[src/rtl/lea_round_pkg.sv]
package lea_round_pkg;
  localparam int unsigned WORD_W  = 32;
  localparam int unsigned N_WORDS = 4;
  localparam int unsigned N_KEYS  = 2 * (N_WORDS - 1);
  localparam int unsigned N_LANES = N_WORDS - 1;

  typedef logic [WORD_W-1:0] word_t;

  function automatic word_t rotl(word_t x, int unsigned n);
    int unsigned s;
    s = n % WORD_W;
    if (s == 0) return x;
    return (x << s) | (x >> (WORD_W - s));
  endfunction

  function automatic word_t rotr(word_t x, int unsigned n);
    return rotl(x, WORD_W - (n % WORD_W));
  endfunction
endpackage

[src/rtl/lea_round_fwd.sv]
module lea_round_fwd
  import lea_round_pkg::*;
#(
  parameter int unsigned ROT0 = 9,
  parameter int unsigned ROT1 = 27,
  parameter int unsigned ROT2 = 29
) (
  input  word_t words_i [N_WORDS],
  input  word_t key_i   [N_KEYS],
  output word_t words_o [N_WORDS]
);
  localparam int unsigned ROT [N_LANES] = '{ROT0, ROT1, ROT2};

  for (genvar g = 0; g < N_LANES; g++) begin : g_lane
    word_t lhs, rhs, mix;
    assign lhs = words_i[g]   ^ key_i[2*g];
    assign rhs = words_i[g+1] ^ key_i[2*g+1];
    assign mix = lhs + rhs;  // carry out of the top bit is dropped
    assign words_o[g] = rotl(mix, ROT[g]);

    // undo the lane from its output and the left neighbour; must give the right neighbour back
    if (g == 0) begin : g_a0
      always_comb
        assert_fwd_lane0_R2: assert (((rotr(words_o[g], ROT[g]) - lhs) ^ key_i[2*g+1]) == words_i[g+1])
          else $error("lane 0 not invertible");
    end else if (g == 1) begin : g_a1
      always_comb
        assert_fwd_lane1_R3: assert (((rotr(words_o[g], ROT[g]) - lhs) ^ key_i[2*g+1]) == words_i[g+1])
          else $error("lane 1 not invertible");
    end else begin : g_a2
      always_comb
        assert_fwd_lane2_R4: assert (((rotr(words_o[g], ROT[g]) - lhs) ^ key_i[2*g+1]) == words_i[g+1])
          else $error("lane 2 not invertible");
    end
  end

  assign words_o[N_WORDS-1] = words_i[0];
endmodule

[src/rtl/lea_round_inv.sv]
module lea_round_inv
  import lea_round_pkg::*;
#(
  parameter int unsigned ROT0 = 9,
  parameter int unsigned ROT1 = 27,
  parameter int unsigned ROT2 = 29
) (
  input  word_t words_i [N_WORDS],
  input  word_t key_i   [N_KEYS],
  output word_t words_o [N_WORDS]
);
  localparam int unsigned ROT [N_LANES] = '{ROT0, ROT1, ROT2};

  // recovered word 0 is the old first word; each later word depends on the one before
  assign words_o[0] = words_i[N_WORDS-1];

  for (genvar g = 0; g < N_LANES; g++) begin : g_lane
    word_t unrot, lhs, diff;
    assign unrot = rotr(words_i[g], ROT[g]);
    assign lhs   = words_o[g] ^ key_i[2*g];
    assign diff  = unrot - lhs;  // borrow wraps
    assign words_o[g+1] = diff ^ key_i[2*g+1];

    // re-running the forward lane on the recovered pair must reproduce the input word
    always_comb
      assert_inv_relane_R6: assert (rotl((words_o[g] ^ key_i[2*g]) + (words_o[g+1] ^ key_i[2*g+1]), ROT[g]) == words_i[g])
        else $error("inverse lane %0d inconsistent", g);
  end
endmodule

[src/rtl/lea_round.sv]
module lea_round
  import lea_round_pkg::*;
#(
  parameter int unsigned ROT0 = 9,
  parameter int unsigned ROT1 = 27,
  parameter int unsigned ROT2 = 29,
  localparam int unsigned STATE_W = N_WORDS * WORD_W,
  localparam int unsigned KEY_W   = N_KEYS * WORD_W
) (
  input  logic [STATE_W-1:0] state_i,
  input  logic [KEY_W-1:0]   round_key_i,
  input  logic               decrypt_i,
  output logic [STATE_W-1:0] state_o
);
  word_t in_w  [N_WORDS];
  word_t key_w [N_KEYS];
  word_t fwd_w [N_WORDS];
  word_t inv_w [N_WORDS];
  word_t out_w [N_WORDS];

  for (genvar i = 0; i < N_WORDS; i++) begin : g_unpack_s
    assign in_w[i] = state_i[(N_WORDS-1-i)*WORD_W +: WORD_W];
  end
  for (genvar i = 0; i < N_KEYS; i++) begin : g_unpack_k
    assign key_w[i] = round_key_i[(N_KEYS-1-i)*WORD_W +: WORD_W];
  end

  lea_round_fwd #(.ROT0(ROT0), .ROT1(ROT1), .ROT2(ROT2)) u_fwd (
    .words_i(in_w), .key_i(key_w), .words_o(fwd_w)
  );

  lea_round_inv #(.ROT0(ROT0), .ROT1(ROT1), .ROT2(ROT2)) u_inv (
    .words_i(in_w), .key_i(key_w), .words_o(inv_w)
  );

  for (genvar i = 0; i < N_WORDS; i++) begin : g_pack
    assign out_w[i] = decrypt_i ? inv_w[i] : fwd_w[i];
    assign state_o[(N_WORDS-1-i)*WORD_W +: WORD_W] = out_w[i];
  end

  always_comb begin
    if (!decrypt_i)
      assert_fwd_wrap_R1: assert (state_o[WORD_W-1:0] == state_i[STATE_W-1 -: WORD_W])
        else $error("forward word rotation wrong");
    else
      assert_inv_wrap_R5: assert (state_o[STATE_W-1 -: WORD_W] == state_i[WORD_W-1:0])
        else $error("inverse word rotation wrong");
  end
endmodule

[config.mk]
export PLATFORM = sky130hd
export DESIGN_NAME = lea_round
export DESIGN_NICKNAME = d
export VERILOG_FILES = /design/src/rtl/lea_round_pkg.sv /design/src/rtl/lea_round_fwd.sv /design/src/rtl/lea_round_inv.sv /design/src/rtl/lea_round.sv
export SDC_FILE = /design/constraint.sdc
export NUM_CORES = 1
export LEC_CHECK = 0
export BUFFER_PORTS_ARGS = -buffer_cell sky130_fd_sc_hd__buf_2
export CAP_MARGIN = 20
export CORE_ASPECT_RATIO = 0.6
export CORE_MARGIN = 10
export CORE_UTILIZATION = 50
export DETAILED_ROUTE_END_ITERATION = 6
export PLACE_DENSITY = 0.81
export SKIP_LAST_GASP = 1
export SYNTH_ARGS = -nofsm -noshare
export SYNTH_HDL_FRONTEND = slang
export SYNTH_HIERARCHICAL = 1
export SYNTH_SLANG_ARGS = --single-unit
[constraint.sdc]
create_clock -name vclk -period 7.9
set_clock_uncertainty 0.1 [all_clocks]
set_input_delay 1.185 -clock vclk [all_inputs]
set_output_delay 1.185 -clock vclk [all_outputs]
set_load 0.005 [all_outputs]
* After elaboration in Yosys (flattened, before gate mapping) *
Cells that the tools add are included.

word-level totals
  output and inout bits = 128
  input port bits = 321
  bits in registers = 0
  word-level logic and storage cells = 28

operators by class
  $add $sub $neg = 6
  bitwise logic cells = 18
  multiplexer cells = 4

operators by type and width
  cell                                            number
  32-bit XOR                                      12
  32-bit two-way mux                              4
  32-bit adder                                    3
  32-bit subtractor                               3
  32-bit by 23-bit bitwise OR with 32-bit output  1
  32-bit by 27-bit bitwise OR with 32-bit output  1
  32-bit by 29-bit bitwise OR with 32-bit output  1
  32-bit by 3-bit bitwise OR with 32-bit output   1
  32-bit by 5-bit bitwise OR with 32-bit output   1
  32-bit by 9-bit bitwise OR with 32-bit output   1

* Longest topological paths before layout *
Gate-level depths: netlist (run 1).

  depth after elaboration = 10
  gate-level depth with buffers = 31
  depth with buffers taken out = 31

* Modules after synthesis *
The synthesis (run 1) kept the hierarchy.

modules (own cells, without submodules)
  module         instances  cells an instance  sequential area each (um^2)  area each (um^2)
  lea_round_fwd  1          871                0.0                          6,676.4
  lea_round_inv  1          817                0.0                          6,461.2
  lea_round      1          142                0.0                          1,619.1

* Least setup slack after synthesis (run 1) *
Ideal clock, no wire load.

  kind = input port to output port
  start point = in round_key_i[160]
  end point = out state_o[31]
  cell stages on the path = 29
  data required time = 6,615 ps
  setup slack = -265 ps
  arrival = 6,880 ps
  path buffers = 0
  cell sequence = xor2_1 ha_1 fa_1 nor2b_1 o2111ai_1 a21oi_1 nor2_1 o21ai_0 a21o_1 a21oi_1 xnor2_1 xnor2_1 ha_1 a21oi_2 or3b_1 a221oi_2 o211a_4 nor2_2 a21o_1 a21oi_2 xor3_1 ha_1 nand2_1 or3_1 o21ai_1 a221o_1 a22oi_1 xnor2_1 mux2_2

RTL lines
  element          RTL line         RTL
  start, declared  lea_round.sv:11  input logic [KEY_W-1:0] round_key_i,
  end, declared    lea_round.sv:13  output logic [STATE_W-1:0] state_o

==> results of run 1 <==
## per-layer routing
metal  up-vias  track usage [%]
met5         -                0
met4        12             12.2
met3       307             16.2
met2      1617             57.9
met1      8877             55.7
li1       8086                -
## power by group through the flow
stage	Clock [W]	Sequential (W)	Combinational, W
6_report	0.000000000184	0	0.00853
2_1_floorplan	0	0	0.00393
3_5_place_dp	0	0	0.00694
5_1_grt	0.000000000102	0	0.00887
4_1_cts	0	0	0.00770
3_3_place_gp	0	0	0.00685
## cell type report
type               count  area, um2  area share [%]
diodes                12       30.0           0.143
repair buffers       852       5440            25.9
well taps            400        500            2.39
inverters             45        169           0.805
multi-input cells   1691      14800            70.7
## stage by stage
| step | area (um2) | hold slack (ps) |
|---|---|---|
| detailed placement | 19500 | 2660 |
| global route | 21000 | 2670 |
| CTS | 20300 | 2670 |
| floorplan | 14800 | 2470 |
| finish | 21000 | 2670 |
| global placement | 19500 | 2650 |
## logic make-up after synthesis
logic type,Yosys count
xor gates and xnor gates,563
AOI/OAI and AO/OA,480
and+or+nand+nor,326
adders and majority gates,192
buffers and inverters,139
muxes,130
## placed cells by master (no fill, tap or decap), types with 22 or more instances in the layout
master and instances:
nand4_1 22, xor2_1 265, buf_4 386, xnor2_2 33, nand3_1 28, xnor2_1 256
a21oi_1 116, mux2_2 117, o21ai_0 42, buf_2 433, ha_1 177, nand2_1 87
a21o_1 84, nor2_1 76, inv_1 44, a21oi_2 29, buf_6 32
## final timing paths
kind / start / end / slack, ps / cells past startpoint
setup / recovery: round_key_i[160] / state_o[31] / -970 / 33
hold / removal: state_i[31] / state_o[127] / 2670 / 3
## what timing repair did
item,CTS,global route
setup endpoints to repair,20,22
setup buffers,26,29
gates resized for setup,116,94
pin swaps,89,76
gates cloned,0,0
==> summary.txt, run 1 <==
Synthesis
  • Post-Synth XOR/XNOR Area: 33.9%
  • Post-synthesis simple-gate area fraction: 10.7%
  • Most common cell in the netlist: xnor2_1
  • Net Count, Synth: 2343
  • Synth Cell Area: between 10000 and 15000 um2
  • Compound-cell area share of the yosys netlist: between 20 and 25%
  • Synth Area per Inst: 8.06 um2
  • Register area share after synthesis: 0%
  • Distinct cells, synth: between 90 and 100
  • Largest family of logic cells by synthesized area: XOR/XNOR gates
  • Synth area leader: xnor2_1
  • Adder-Cell Fraction of Synth Area: 16.6%
  • Synth Instances: 1830
  • Largest cells by area after synthesis: xnor2_1 17%, xor2_1 16%, ha_1 16%, mux2_2 9.8%, a21oi_1 4.9%
  • Multiplexer share of the synthesized area: under 10%
  • Top post-synthesis cells by count: 288 x xnor2_1, 268 x xor2_1, 186 x ha_1
  • Top cell type's share of synthesized area: 17.1%
  • Synthesis Warnings: 6

GRT
  • Global-route wire length before repair: between 100000 and 150000 um
  • GRT Total Usage: 41.0%
  • Initial antenna violation count: 16
  • Largest net degree at the start of global routing: 50
  • GR Overflow Total: 0
  • Vias in the first global route: 17900

Worst setup path
  • Critical path type: in2out
  • CP top delay family: compound AO/OA/AOI/OAI gates
  • Req. time, crit path: 6610 ps
  • CP bufs+invs: 6
  • Crit Path Max Fanout: 3
  • Slowest stage delay, CP: around 390 ps
  • CP Data Arrival Time: 7590 ps
  • Critical Path Sink Type: primary output
  • CP max-delay cell: fa_2
  • Startpoint Class: input pin
  • Most used cell, CP: buf_4

Place
  • Routability Congestion: 1.17
  • DP Worst Slack: -1360 ps
  • Placed cells: 2941
  • I/O Buffers: 449
  • DPL Wire Length: about 70000 um

Pwr
  • P_leak: just over 10 nW
  • Sequential share of power: 0%
  • Worst vdd ir: 0.000465 V
  • Logic gate share of total power: 100.0%
  • Sw Pwr: 0.00427 W
  • P per Cell Area: 407 nW/um2
  • Net Sw Frac: 50.0%
  • Tot Pwr: 0.00853 W
  • Clock share of power: 0%
  • Internal power: 0.00427 W

Drt
  • WL final: 85100 um
  • Post-DR vias/cell: ~6.3
  • WL met3: 14000 um
  • DRT Pass-1 Iters: 6
  • Top layer in use: met5
  • Routed vias: 18900
  • Initial drt markers: 2881
  • Routed Antenna Nets: 0
  • Post-Route M1 WL: 34200 um
  • Met2 Wirelength: roughly 34000 um
  • WL per Instance: 28.4 um
  • Post-route DRC violation count: 0

STA
  • Worst setup margin: -973 ps
  • Fin. max-slew vios: 0
  • Tcrit/Tclk final: 112%
  • Slew at the pin closest to its max-slew limit: roughly 1100 ps
  • Slew headroom: 24.5%
  • Endpoints failing setup: 20
  • Min Tclk post-route: slightly below 9000 ps
  • TNS Setup: -11480 ps
  • Unrepaired setup endpoints after global routing: true
  • Max Freq: 0.113 GHz
  • Final Hold Fails: 0

Die
  • Initial core utilization: 51.1%
  • Rows: 48
  • # IOs: 449
  • Die area: 37000 um2
  • Core ar.: around 29000 um2
  • DIE WIDTH: 242 um
  • Die H: 153 um

Cells and area
  • Final nets: 3103
  • Area delta synth->final: 42.1%
  • Non-Filler Instances: 3000
  • Clock Buffer Count: 0
  • Layout fillers: ~2300
  • Share of cells above drive strength 1: 44.7%
  • Reg area: 0 um2
  • Finished Core Util: 72.6%
  • Seq cells: 0

Min path
  • Min-Delay Path Class: in2out

Job
  • Max-Cap Viols: 0

Status
  • Outcome: finished with violations
  • Violated checks: negative setup slack

Clock network
  • CTS Hold Bufs: 0
Note: power is estimated with default switching activity, not from simulation.
==> inputs of run 2 (changes only) <==
Settings changed: CORE_MARGIN 10 to default, CORE_UTILIZATION 50 to 55, PLACE_DENSITY 0.81 to 0.85.
Clock period 7.9 ns to 10.13 ns, I/O delays scaled along.
==> run 2 against run 1 <==
Net effect: the flow now finishes without violations; count of clock-buffer cells in the layout stayed put; hold slack improved by 700 ps; critical path depth is 1 lower; critical path type unchanged; first-iteration DRC count is 14% lower; die area shrank 26%; non-clock buffer count shrank 376.
==> summary.txt, run 2 (synthesized netlist as in run 1, its figures left out) <==
Worst setup path
  • Slowest stage delay, CP: 450 ps (+60 ps)
  • Critical path type: in2out
  • Most used cell, CP: xnor2_1
  • CP max-delay cell: fa_1
  • Req. time, crit path: 8510 ps (+1900 ps)
  • Critical Path Sink Type: primary output
  • Startpoint Class: input pin
  • Crit Path Max Fanout: 5 (+2)
  • CP Data Arrival Time: 8350 ps (+760 ps)

STA
  • Slew at the pin closest to its max-slew limit: 1160 ps (+43.6 ps)
  • Final Hold Fails: 0 (unchanged)
  • Tcrit/Tclk final: between 90% and 100%
  • Fin. max-slew vios: 0 (unchanged)
  • Endpoints failing setup: 0 (-100%)
  • Min Tclk post-route: 9970 ps
  • Unrepaired setup endpoints after global routing: true
  • TNS Setup: 0 ps (+11480 ps)
  • Slew headroom: 22.1% (-2.4 points)
  • Max Freq: between 0.1 and 0.15 GHz

Drt
  • Routed Antenna Nets: 0 (unchanged)
  • Post-DR vias/cell: 6.36 (+0.95%)
  • Post-route DRC violation count: 0 (unchanged)
  • WL per Instance: 25.8 um (-9.2%)
  • Routed vias: 16400 (-13%)
  • WL final: 66600 um (-22%)
  • DRT Pass-1 Iters: 7 (+1)
  • Initial drt markers: 2470 (-14%)

Status
  • Outcome: completed

Die
  • Die H: 129 um (-16%)
  • Rows: 46 (-4.2%)
  • # IOs: 449 (unchanged)
  • DIE WIDTH: 213 um (-12%)
  • Initial core utilization: 56.0% (+4.9 points)
  • Core ar.: 26400 um2 (-8.7%)
  • Die area: 27500 um2 (-26%)

Cells and area
  • Layout fillers: 2442 (+8.5%)
  • Most common cell after layout, fill and taps aside: buf_2
  • Commonest non-fill, non-tap cells in the layout: 448 x buf_2, 282 x xnor2_1, 267 x xor2_1, 185 x ha_1, 140 x a21oi_1
  • Reg area: 0 um2 (unchanged)
  • Final nets: 2727 (-12%)
  • Area taken by multi-input logic gates: 14000 um2 (-5.7%)
  • Clock Buffer Count: 0 (unchanged)
  • Seq cells: 0 (unchanged)
  • Share of cells above drive strength 1: 30.5% (-14 points)
  • Area delta synth->final: 15.8%

GRT
  • GR Overflow Total: 0 (unchanged)
  • GRT Total Usage: 45.5% (+4.5 points)
  • Vias in the first global route: 14700 (-18%)
  • Global-route wire length before repair: 92200 um (-21%)
  • Initial antenna violation count: 15 (-1)
  • Largest net degree at the start of global routing: 70 (+40%)

Min path
  • Min-Delay Path Class: in2out

Place
  • Routability Congestion: 1.14 (-2.7%)
  • DPL Wire Length: 57500 um (-20%)
  • I/O Buffers: 449 (unchanged)

Job
  • Max-Cap Viols: 0 (unchanged)
run 2: cell count changes in the layout (fill, tap and decap cells not counted), moves of 7 or more:
cell,before,now
ha_4,7,0
mux2_4,11,0
buf_6,32,0
o21ai_0,42,52
o21ai_2,11,3
ha_1,177,185
buf_4,386,28
xnor2_2,33,10
buf_2,433,448
a21oi_2,29,11
xnor2_1,256,282
a21oi_1,116,140
mux2_2,117,128
run 2: repair_timing:
action	4_1_cts	5_1_grt
setup buffers	0	5
hold buffers	0	0
setup endpoints to repair	0	9
resized for setup	0	24
run 2: final cells by class:
class | instances | area share [%]
antenna | 11 | 0.161
inverter | 45 | 0.989
multi-input combinational | 1691 | 81.9
tap | 360 | 2.64
timing repair buffer | 476 | 14.4
run 2: worst paths after layout:
path	end	depth (start not counted)	startpoint	slack [ps]
min	state_o[4]	3	state_i[100]	3360
max	state_o[31]	32	round_key_i[160]	160
run 2: critical path: cells and delay by family:
family	cells	cell delay (ps)
AO/OA/AOI/OAI	11	2470
adder cells (fa/ha/maj)	4	1290
AND/OR/NAND/NOR	6	1190
XOR/XNOR	6	1060
buffers and inverters	4	560
multiplexers	1	260
run 2: per-stage QoR:
stage / cells / setup slack, ps / hold WS (ps) / utilization (%) / cell area, um2
after global routing: 2576 / -30.9 / 3360 / 64.8 / 17100
after global placement: 2567 / 303 / 3330 / 64.1 / 16900
after floorplan: 1830 / 1300 / 3150 / - / 14800
final: 2583 / 163 / 3360 / 64.8 / 17100
after detailed placement: 2567 / 66.7 / 3340 / 64.1 / 16900
after CTS: 2567 / 27.1 / 3350 / 64.1 / 16900
run 2: per-layer routing:
| layer | track usage, % | wire length, um |
|---|---|---|
| met5 | 2.76 | 138 |
| met4 | 15.9 | 2450 |
| met3 | 16.4 | 10400 |
| met2 | 62.0 | 25700 |
| met1 | 64.3 | 27900 |
